==> src/rtl/pixld_pkg.sv <==
package pixld_pkg;
  // width of the pair index carried from control to datapath; covers up to 512 channels
  localparam int IDX_BITS = 8;

  typedef struct packed {
    logic                writePair;  // a rise/fall word pair lands in the load stage this edge
    logic [IDX_BITS-1:0] pairIdx;    // which pair of the cycle is being written
    logic                dirHigh;    // descending order for the running cycle
    logic                transfer;   // copy load stage into output stage this edge
  } seq_ctl_t;
endpackage

==> src/rtl/pixld_ctrl.sv <==
module pixld_ctrl #(
  parameter int NUM_CH = 12
) (
  input  logic                clk,
  input  logic                rst,
  input  logic                xfrIn,
  input  logic                dirIn,
  input  logic                invIn,
  output pixld_pkg::seq_ctl_t seqCtl,
  output logic                polarity,
  output logic                xferPulse
);
  localparam int PAIRS = NUM_CH / 2;
  localparam int CNT_W = (PAIRS > 1) ? $clog2(PAIRS) : 1;
  localparam logic [CNT_W-1:0] LAST_PAIR = CNT_W'(PAIRS - 1);

  logic             xfrSeen;
  logic             active;
  logic [CNT_W-1:0] pairCnt;
  logic             dirLatched;
  logic             invPend;

  always_ff @(posedge clk) begin
    if (rst) begin
      xfrSeen    <= 1'b0;
      xferPulse  <= 1'b0;
      active     <= 1'b0;
      pairCnt    <= '0;
      dirLatched <= 1'b0;
      invPend    <= 1'b0;
      polarity   <= 1'b0;
    end else begin
      xfrSeen   <= xfrIn;
      xferPulse <= xfrSeen;
      if (xfrSeen) begin
        active     <= 1'b1;
        pairCnt    <= '0;
        dirLatched <= dirIn;
        polarity   <= invPend;
        invPend    <= invIn;
      end else if (active) begin
        if (pairCnt == LAST_PAIR) begin
          active <= 1'b0;
        end else begin
          pairCnt <= pairCnt + 1'b1;
        end
      end
    end
  end

  always_comb begin
    seqCtl.writePair = active;
    seqCtl.pairIdx   = pixld_pkg::IDX_BITS'(pairCnt);
    seqCtl.dirHigh   = dirLatched;
    seqCtl.transfer  = xfrSeen;
  end
endmodule

==> src/rtl/pixld_dpath.sv <==
module pixld_dpath #(
  parameter int PIX_W  = 10,
  parameter int NUM_CH = 12
) (
  input  logic                      clk,
  input  logic                      rst,
  input  logic [PIX_W-1:0]          pixIn,
  input  pixld_pkg::seq_ctl_t       seqCtl,
  output logic [NUM_CH*PIX_W-1:0]   heldFlat,
  output logic [NUM_CH*PIX_W-1:0]   driveFlat
);
  localparam int IDXW = pixld_pkg::IDX_BITS;
  localparam logic [PIX_W-1:0] MAX_CODE = '1;

  logic [PIX_W-1:0] riseHold;
  logic [PIX_W-1:0] fallReg;

  always_ff @(posedge clk) begin
    if (rst) riseHold <= '0;
    else     riseHold <= pixIn;
  end

  always_ff @(negedge clk) begin
    if (rst) fallReg <= '0;
    else     fallReg <= pixIn;
  end

  for (genvar c = 0; c < NUM_CH; c++) begin : g_ch
    localparam int UP_PAIR = c / 2;
    localparam int UP_ODD  = c % 2;
    localparam int DN_PAIR = (NUM_CH - 1 - c) / 2;
    localparam int DN_ODD  = (NUM_CH - 1 - c) % 2;

    logic [PIX_W-1:0] loadReg;
    logic [PIX_W-1:0] nextVal;
    logic [PIX_W-1:0] outReg;
    logic             hitUp;
    logic             hitDn;

    always_comb begin
      hitUp   = !seqCtl.dirHigh && (seqCtl.pairIdx == IDXW'(UP_PAIR));
      hitDn   =  seqCtl.dirHigh && (seqCtl.pairIdx == IDXW'(DN_PAIR));
      nextVal = loadReg;
      if (seqCtl.writePair && hitUp) nextVal = (UP_ODD == 1) ? fallReg : riseHold;
      if (seqCtl.writePair && hitDn) nextVal = (DN_ODD == 1) ? fallReg : riseHold;
    end

    always_ff @(posedge clk) begin
      if (rst) begin
        loadReg <= '0;
        outReg  <= '0;
      end else begin
        loadReg <= nextVal;
        if (seqCtl.transfer) outReg <= nextVal;
      end
    end

    assign heldFlat[c*PIX_W +: PIX_W]  = outReg;
    assign driveFlat[c*PIX_W +: PIX_W] = MAX_CODE - outReg;
  end
endmodule

==> src/rtl/pixld_top.sv <==
module pixld_top #(
  parameter int PIX_W  = 10,
  parameter int NUM_CH = 12
) (
  input  logic                    clk,
  input  logic                    rst,
  input  logic [PIX_W-1:0]        pixIn,
  input  logic                    xfrIn,
  input  logic                    dirIn,
  input  logic                    invIn,
  output logic [NUM_CH*PIX_W-1:0] heldFlat,
  output logic [NUM_CH*PIX_W-1:0] driveFlat,
  output logic                    polarity,
  output logic                    xferPulse
);
  pixld_pkg::seq_ctl_t seqCtl;

  pixld_ctrl #(.NUM_CH(NUM_CH)) u_ctrl (
    .clk(clk), .rst(rst), .xfrIn(xfrIn), .dirIn(dirIn), .invIn(invIn),
    .seqCtl(seqCtl), .polarity(polarity), .xferPulse(xferPulse)
  );

  pixld_dpath #(.PIX_W(PIX_W), .NUM_CH(NUM_CH)) u_dpath (
    .clk(clk), .rst(rst), .pixIn(pixIn), .seqCtl(seqCtl),
    .heldFlat(heldFlat), .driveFlat(driveFlat)
  );
endmodule

==> config.mk <==
export PLATFORM = sky130hd
export DESIGN_NAME = pixld_top
export DESIGN_NICKNAME = d
export VERILOG_FILES = /design/src/rtl/pixld_pkg.sv /design/src/rtl/pixld_ctrl.sv /design/src/rtl/pixld_dpath.sv /design/src/rtl/pixld_top.sv
export SDC_FILE = /design/constraint.sdc
export NUM_CORES = 1
export LEC_CHECK = 0
export BUFFER_PORTS_ARGS = -buffer_cell sky130_fd_sc_hd__buf_4
export CAP_MARGIN = 10
export CORE_ASPECT_RATIO = 1.1
export CORE_UTILIZATION = 49
export CTS_CLUSTER_DIAMETER = 200
export DETAILED_ROUTE_END_ITERATION = 12
export PLACE_DENSITY = 0.76
export SLEW_MARGIN = 25
export SYNTH_ARGS = -nofsm -noshare
export SYNTH_HDL_FRONTEND = slang
export SYNTH_SLANG_ARGS = --single-unit
==> constraint.sdc <==
create_clock -name clk -period 1.9 [get_ports clk]
set_input_delay 0.095 -clock clk [delete_from_list [all_inputs] [get_ports clk]]
set_output_delay 0.095 -clock clk [all_outputs]
set_load 0.02 [all_outputs]
Yosys cells after proc, flatten, opt, wreduce, memory -nomap -nowiden
Cells that the tools add are included.

storage, ports and cells
  output and inout port bits = 242
  register bits = 269
  logic and storage cells = 108
  input port bits = 15

operators by class
  multiplexer cells = 28
  bitwise gates (word level) = 1
  add/subtract/negate cells = 13
  eq/ne operators = 5
  reductions and logical operators = 28

operator list
  operator                                        number
  two-way mux 10 bit                              25
  subtractor 10 bit (first input constant)        12
  logical AND 1 bit                               24
  zero test 8 bit                                 1
  == test 3 x 2 -> 1 bit (second input constant)  2
  == test 3 bit (second input constant)           2
  adder 3 x 1 -> 3 bit (second input constant)    1
  == test 3 x 1 -> 1 bit (second input constant)  1
  two-way mux 1 bit                               3
  AND reduction 2 bit                             1
  OR reduction 2 bit                              1
  zero test 1 bit                                 1
  NOT 1 bit                                       1

Depth between registers and ports, before layout
Gate-level depths: netlist of run 1.

  depth after elaboration = 5
  mapped depth = 11
  gate-level depth less buffers = 6

Cells and area by module
From an unflattened synthesis of run 1, not the netlist that was laid out.

unflattened totals
  cell total of the unflattened synthesis = 1259
  area total of the unflattened synthesis = 11242.0 µm²

by module, submodules not included
  module       cells each  area each (µm²)  times used  seq. area each (µm²)
  pixld_dpath  1217        10800.4          1           5205.0
  pixld_ctrl   42          441.7            1           180.2

==> impl_metrics.tcl, run 1 <==
set metrics [dict create \
    syn_avg_cell_area_um2 8.53 \
    worstSetupPathType "flip-flop to flip-flop" \
    worst_slack_ns -0.308 \
    ys_warn_count 0 \
    finalHoldViolations 0 \
    preCtsSetupSlack_ns -0.251 \
    cp_slowest_stage_delay_ns 0.41 \
    cts.htree.levels 1 \
    critPathBufInv 0 \
    synth-async-reset-ratio_pct 0 \
    io_buffers 256 \
    routed_via_density 6.29 \
    cpMostUsedCell "a21oi_2" \
    drt-total-wl_um 45100 \
    syn-num-nets 1364 \
    die_w_um 148 \
    grt_max_degree 84 \
    synth_common_cells "dfxtp_1, inv_1, nor2_1" \
    finalSetupTns_ns -31.06 \
    grt_first_pass_wirelength_um 63600 \
    io_pins 257 \
    core_um2 22900 \
    startpoint_type "flip-flop" \
    rr_worst_depth 4 \
    cp.arrival_ns 2.62 \
    hold_depth 4 \
    worst_path_max_delay_cell "dfxtp_4" \
    synth-edff-count 0 \
    gp_congestion 0.873 \
    start_util_pct 50.0 \
    numCtsBuffers 26 \
    worstPathMaxFanout 6 \
    dieArea_um2 24000 \
    min_to "u_ctrl.invPend$_SDFFE_PP0P_" \
    yosys.area.top_type "dfxtp_1" \
    crit_path_end_kind "flip-flop" \
    dp_hpwl_um 25400 \
    area_growth_pct 55.0 \
    drc 0 \
    yosysMostFrequentCell "dfxtp_1" \
    clock-root-buffer "clkbuf_16" \
    rsz0062_at_grt "yes" \
    numClockSinks 269 \
    crit_chain "nand4bb_1, a21oi_2, a21oi_2, o32ai_1" \
    wl_per_cell_um 23.0 \
    synth-seq-cells 269 \
    crit_required_ns 2.32 \
    vias 12351 \
    cts_tree "done" \
    track_usage_pct 33.4 \
    outcome "finished with violations" \
    cellPowerDensity_nw_per_um2 710 \
    cap_violations 0 \
    seq_area_frac_synth_pct 47.0 \
    diodes 0 \
    violations "negative setup slack" \
    hold_path_startpoint "invIn" \
    skew_ns 0.0893 \
    nets 1667 \
    hp-class "primary input to flip-flop" \
    first_global_vias 11557 \
    die_h_um 162 \
    r2r_slack_ns -0.31 \
    p_leak_nw 6.66 \
    netlist_area_um2 11500 \
    synth_top_cell_area_share_pct 47.0 \
    netlist_instances 1344 \
    worst_pin_slew_ns 1.18 \
    grt_antenna_before_repair 0 \
    core.rowCount 58 \
    cts.path.max_buffers 3 \
    ys.flop_type "dfxtp_1" \
    insertion_delay_ns 0.61 \
    worst_path_dominant_cell_family "compound AO/OA/AOI/OAI gates" \
    drt_iter0_markers 1151 \
    drive_gt1_share_pct 47.3 \
    drv_slew 0 \
    nFillCells 1380 \
    synth_area_leaders "dfxtp_1, o32ai_1, inv_1, nor2_1, nor3_1" \
    grt_overflow 0 \
    path_clk_slew_ns 0.07 \
    vdd_drop_max_mv 0.736 \
    drt_pass1_iterations 7 \
    ant_nets 0 \
    relSlewSlack_pct 21.4 \
    setup_viol 235 \
    r2r_start "u_dpath.fallReg[9]$_DFF_N_" \
    worstReg2RegEnd "u_dpath.g_ch[1].outReg[9]$_SDFFE_PP0P_" \
    synth.distinct_cells 58 \
]
## metal layers
metal / track usage, % / vias up / share of wire, %
met5: 0 / - / 0
met4: 20.0 / 0 / 7.2
met3: 4.73 / 248 / 9.3
met2: 55.1 / 834 / 47
met1: 41.6 / 5932 / 36
li1: - / 5337 / -
## metrics by stage
stage	cells	total power, mW	utilization, %	hold slack [ns]	area [µm²]
after floorplan	1344	6.63	-	0.223	11600
after global placement	1860	7.02	61.4	0.335	14100
after detailed placement	1860	7.03	61.4	0.337	14100
after CTS	1956	12.3	73.2	0.324	16800
after global routing	1963	12.9	77.4	0.370	17800
final	1963	12.6	77.4	0.344	17800
## tightest hold or removal path: stages
cell	delay, ns
dlygate4sd3_1	0.53
buf_4	0.10
mux2i_1	0.06
nor2_1	0.08
## where the power goes
part           switching (mW)  leakage (nW)  total, mW  internal (mW)
Clock                    2.31         0.456       5.22           2.90
Sequential              0.179          2.18       5.92           5.74
Combinational           0.848          4.02       1.48          0.628
Total                    3.34          6.66       12.6           9.27
## area by class of cell
class	instances	area (µm²)	area share (%)
multi-input cells	810	7050	39.7
repair buffers	405	3570	20.1
clock buffers	36	748	4.21
clock inverters	18	119	0.669
flip-flops and latches	269	5430	30.6
inverters	125	469	2.64
well taps	300	375	2.11
## flip-flops by register name, indices dropped and copies added (netlist names)
name and count:
u_ctrl.invPend 1, u_dpath.riseHold 10, u_ctrl.dirLatched 1, u_dpath.g_ch.outReg 120, u_ctrl.pairCnt 3, u_ctrl.active 1, u_ctrl.xfrSeen 1, u_dpath.fallReg 10
u_ctrl.polarity 1, u_ctrl.xferPulse 1, u_dpath.g_ch.loadReg 120
## cell usage in the layout, fill, tap and decap left out, drive strengths merged, types with 15 or more instances in the layout
cell,synthesis,final
a211o,18,18
a21oi,55,55
a2bb2oi,25,25
and3,69,69
buf,58,379
clkbuf,81,37
dfxtp,269,269
dlygate4sd3,0,25
inv,126,135
nand2,115,115
nand2b,17,17
nor2,124,124
nor3,91,91
o21ai,53,53
o221ai,15,15
o22ai,17,17
o32ai,90,90
## cells by family (layout without fill, tap and decap cells)
| family | count (synthesis) | count (layout) | share of synthesized area [%] |
|---|---|---|---|
| AO/OA/AOI/OAI | 315 | 315 | 20.6 |
| XOR/XNOR | 1 | 1 | 0.0764 |
| multiplexers | 9 | 9 | 0.819 |
| adder cells (fa/ha/maj) | 5 | 5 | 0.546 |
| flip-flops | 269 | 269 | 47.0 |
| buffers and inverters | 265 | 584 | 9.61 |
| AND/OR/NAND/NOR | 480 | 480 | 21.4 |
## worst max path at each step
stage / startpoint / end / cells past startpoint
floorplan: u_dpath.fallReg[3]$_DFF_N_ / u_dpath.g_ch[5].outReg[3]$_SDFFE_PP0P_ / 4
finish: u_dpath.fallReg[9]$_DFF_N_ / u_dpath.g_ch[1].outReg[9]$_SDFFE_PP0P_ / 4
CTS: u_dpath.fallReg[6]$_DFF_N_ / u_dpath.g_ch[5].outReg[6]$_SDFFE_PP0P_ / 4
detailed placement: u_dpath.fallReg[3]$_DFF_N_ / u_dpath.g_ch[5].outReg[3]$_SDFFE_PP0P_ / 4
global placement: u_dpath.fallReg[3]$_DFF_N_ / u_dpath.g_ch[5].outReg[3]$_SDFFE_PP0P_ / 4
global route: u_dpath.fallReg[9]$_DFF_N_ / u_dpath.g_ch[1].outReg[9]$_SDFFE_PP0P_ / 4
## what timing repair did
item                                   CTS  global route
gates resized for setup                316           178
gates cloned                             0             1
hold buffers                            25             0
endpoints found under the hold margin   23             0
setup endpoints to repair              220           235
setup buffers                           20            16
pin swaps                              186            51
(Power assumes the default switching activity.)
==> inputs of run 2 (changes only) <==
--- a/config.mk
+++ b/config.mk
@@ -5,13 +5,16 @@
 export SDC_FILE = /design/constraint.sdc
 export NUM_CORES = 1
 export LEC_CHECK = 0
+export ABC_AREA = 1
 export BUFFER_PORTS_ARGS = -buffer_cell sky130_fd_sc_hd__buf_4
 export CAP_MARGIN = 10
 export CORE_ASPECT_RATIO = 1.1
+export CORE_MARGIN = 5
 export CORE_UTILIZATION = 49
 export CTS_CLUSTER_DIAMETER = 200
 export DETAILED_ROUTE_END_ITERATION = 12
 export PLACE_DENSITY = 0.76
+export RECOVER_POWER = 25
 export SLEW_MARGIN = 25
 export SYNTH_ARGS = -nofsm -noshare
 export SYNTH_HDL_FRONTEND = slang
==> impl_metrics.tcl, run 2 <==
set metrics [dict create \
    synth-seq-cells 269 \
    hp-class "primary input to flip-flop" \
    worstReg2RegEnd "u_dpath.g_ch[0].loadReg[2]$_SDFF_PP0_" \
    insertion_delay_ns 0.60 \
    preCtsSetupSlack_ns -0.120 \
    r2r_slack_ns -0.15 \
    reg.largest.list "u_dpath.g_ch.loadReg: 120 flops, u_dpath.g_ch.outReg: 120 flops" \
    routed_via_density 5.47 \
    startpoint_type "flip-flop" \
    die_h_um 169 \
    final_cells 2292 \
    first_global_vias 11285 \
    io_pins 257 \
    cts.htree.levels 1 \
    synth-async-reset-ratio_pct 0 \
    vdd_drop_max_mv 0.646 \
    synth_xor_area_share_pct 0 \
    p_total_mw 12.2 \
    violations "negative setup slack" \
    cts_tree "done" \
    start_util_pct 49.6 \
    grt_max_degree 79 \
    crit_path_end_kind "flip-flop" \
    ys.flop_type "dfxtp_1" \
    synth_top_family_by_area "simple AND/OR/NAND/NOR gates" \
    synth_common_cells "nand2_1, nand3_1, dfxtp_1" \
    drt_pass1_iterations 8 \
    ant_nets 0 \
    path_clk_slew_ns 0.07 \
    core_um2 22800 \
    yosysMostFrequentCell "nand2_1" \
    cp.arrival_ns 2.51 \
    synth.distinct_cells 17 \
    yosys.area_share.adder_pct 0.553 \
    worst_pin_slew_ns 0.816 \
    grt_overflow 0 \
    rr_worst_depth 5 \
    yosys.area.top_type "dfxtp_1" \
    utilization_pct 72.5 \
    grt_first_pass_wirelength_um 60200 \
    final_common_cell "nand2_1" \
    cellPowerDensity_nw_per_um2 741 \
    gp_congestion 0.953 \
    hold_depth 2 \
    setup_viol 89 \
    hold_path_startpoint "rst" \
    layout_common_cells "nand2_1, buf_4, dfxtp_1" \
    worstSetupPathType "flip-flop to flip-flop" \
    synth_area_leaders "dfxtp_1, nand2_1, nand3_1, inv_1, nor2_1" \
    cts.path.max_buffers 3 \
    area_growth_pct 46.0 \
    drt_iter0_markers 1352 \
    cap_violations 0 \
    dp_hpwl_um 25500 \
    track_usage_pct 28.2 \
    drv_slew 0 \
    seq_area_frac_synth_pct 47.6 \
    netlist_area_um2 11300 \
    wl_per_cell_um 18.0 \
    netlist_instances 1675 \
    rsz0062_at_grt "yes" \
    relSlewSlack_pct 45.6 \
    dieArea_um2 26200 \
    syn-num-nets 1695 \
    outcome "finished with violations" \
    drive_gt1_share_pct 32.9 \
    p_leak_nw 7.57 \
    drt-total-wl_um 41200 \
    worst_slack_ns -0.153 \
    r2r_start "u_dpath.fallReg[2]$_DFF_N_" \
    numCtsBuffers 26 \
    clock-root-buffer "clkbuf_16" \
    place.detailed.instances 2215 \
    vias 12542 \
    syn_avg_cell_area_um2 6.75 \
    io_buffers 256 \
    crit_required_ns 2.36 \
    synth_mux_area_share_pct 0 \
    skew_ns 0.0732 \
    numClockSinks 269 \
    synth-simple-area-share_pct 41.2 \
    finalHoldViolations 0 \
    ys_warn_count 0 \
    synth-edff-count 0 \
    synth_top_cell_area_share_pct 47.6 \
    synth_compound_area_share_pct 0.409 \
    min_to "u_dpath.riseHold[9]$_DFF_P_" \
    diodes 0 \
    drc 0 \
    worstPathMaxFanout 6 \
    core.rowCount 58 \
    die_w_um 155 \
    finalSetupTns_ns -3.01 \
    grt_antenna_before_repair 0 \
    nets 1994 \
]
run 2: changes by cell type in the layout (fill, tap and decap cells not counted), moves of 36 or more:
cell and change:
nand2_1 +471, nand3_1 +169, nand3_2 +166, o32ai_2 -70
nor3_2 -54, nor2_1 +51, and3_1 -39, inv_1 +38
nor3_1 -36
run 2: area by class of cell:
type	instances	area, µm²
clock buffers	37	757
clock inverters	19	141
fillers	1684	6270
inverters	172	667
multi-input cells	1131	6090
flip-flops and latches	269	5420
well taps	300	375
repair buffers	364	3070
run 2: layer usage:
metal / wire [µm] / vias up / global-route usage (%)
met5: 0 / - / 0
met4: 2230 / 0 / 11.3
met3: 4810 / 164 / 4.41
met2: 19100 / 794 / 45.4
met1: 15100 / 5791 / 38.2
li1: - / 5793 / -
run 2: report_power, final:
group	switching, mW	internal, mW
logic	0.759	0.353
clock network	2.22	3.12
registers	0.0641	5.72
run 2: logic make-up (layout without fill, tap and decap cells):
kind of cell | after synthesis | in the layout
AND/OR/NAND/NOR | 1118 | 1118
buffers and inverters | 275 | 592
flip-flops | 269 | 269
AO/OA/AOI/OAI | 8 | 8
adder cells (fa/ha/maj) | 5 | 5
run 2: worst max path at each step:
stage	from	endpoint	slack, ns	depth (start not counted)
global placement	u_ctrl.pairCnt[0]$_SDFFE_PP0P_	u_dpath.g_ch[0].outReg[7]$_SDFFE_PP0P_	-0.08	10
floorplan	rst	u_dpath.fallReg[0]$_DFF_N_	0.03	4
global route	u_dpath.fallReg[2]$_DFF_N_	u_dpath.g_ch[0].loadReg[2]$_SDFF_PP0_	-0.21	5
finish	u_dpath.fallReg[2]$_DFF_N_	u_dpath.g_ch[0].loadReg[2]$_SDFF_PP0_	-0.15	5
CTS	u_dpath.fallReg[2]$_DFF_N_	u_dpath.g_ch[8].outReg[2]$_SDFFE_PP0P_	-0.07	5
detailed placement	u_ctrl.pairCnt[0]$_SDFFE_PP0P_	u_dpath.g_ch[0].outReg[7]$_SDFFE_PP0P_	-0.12	10
run 2: timing repair:
action / CTS / global route
pin swaps: 52 / 137
setup buffers: 0 / 1
hold buffers: 22 / 0
resized for setup: 74 / 271
endpoints found under the hold margin: 13 / 0
endpoints found under the setup margin: 158 / 214
gates cloned: 0 / 0
run 2: critical path: stages, from the launching register on:
cell,delay [ns]
dfxtp_2,0.32
buf_6,0.11
clkinvlp_4,0.21
nand2_2,0.14
nand2_1,0.08
nor2_1,0.12
run 2: per-stage QoR:
step	hold slack, ns	instance area [µm²]
6_report	0.0532	16500
5_1_grt	0.0279	16500
4_1_cts	0.0127	15300
3_5_place_dp	0.313	13900
3_3_place_gp	0.308	13900
2_1_floorplan	0.202	11300
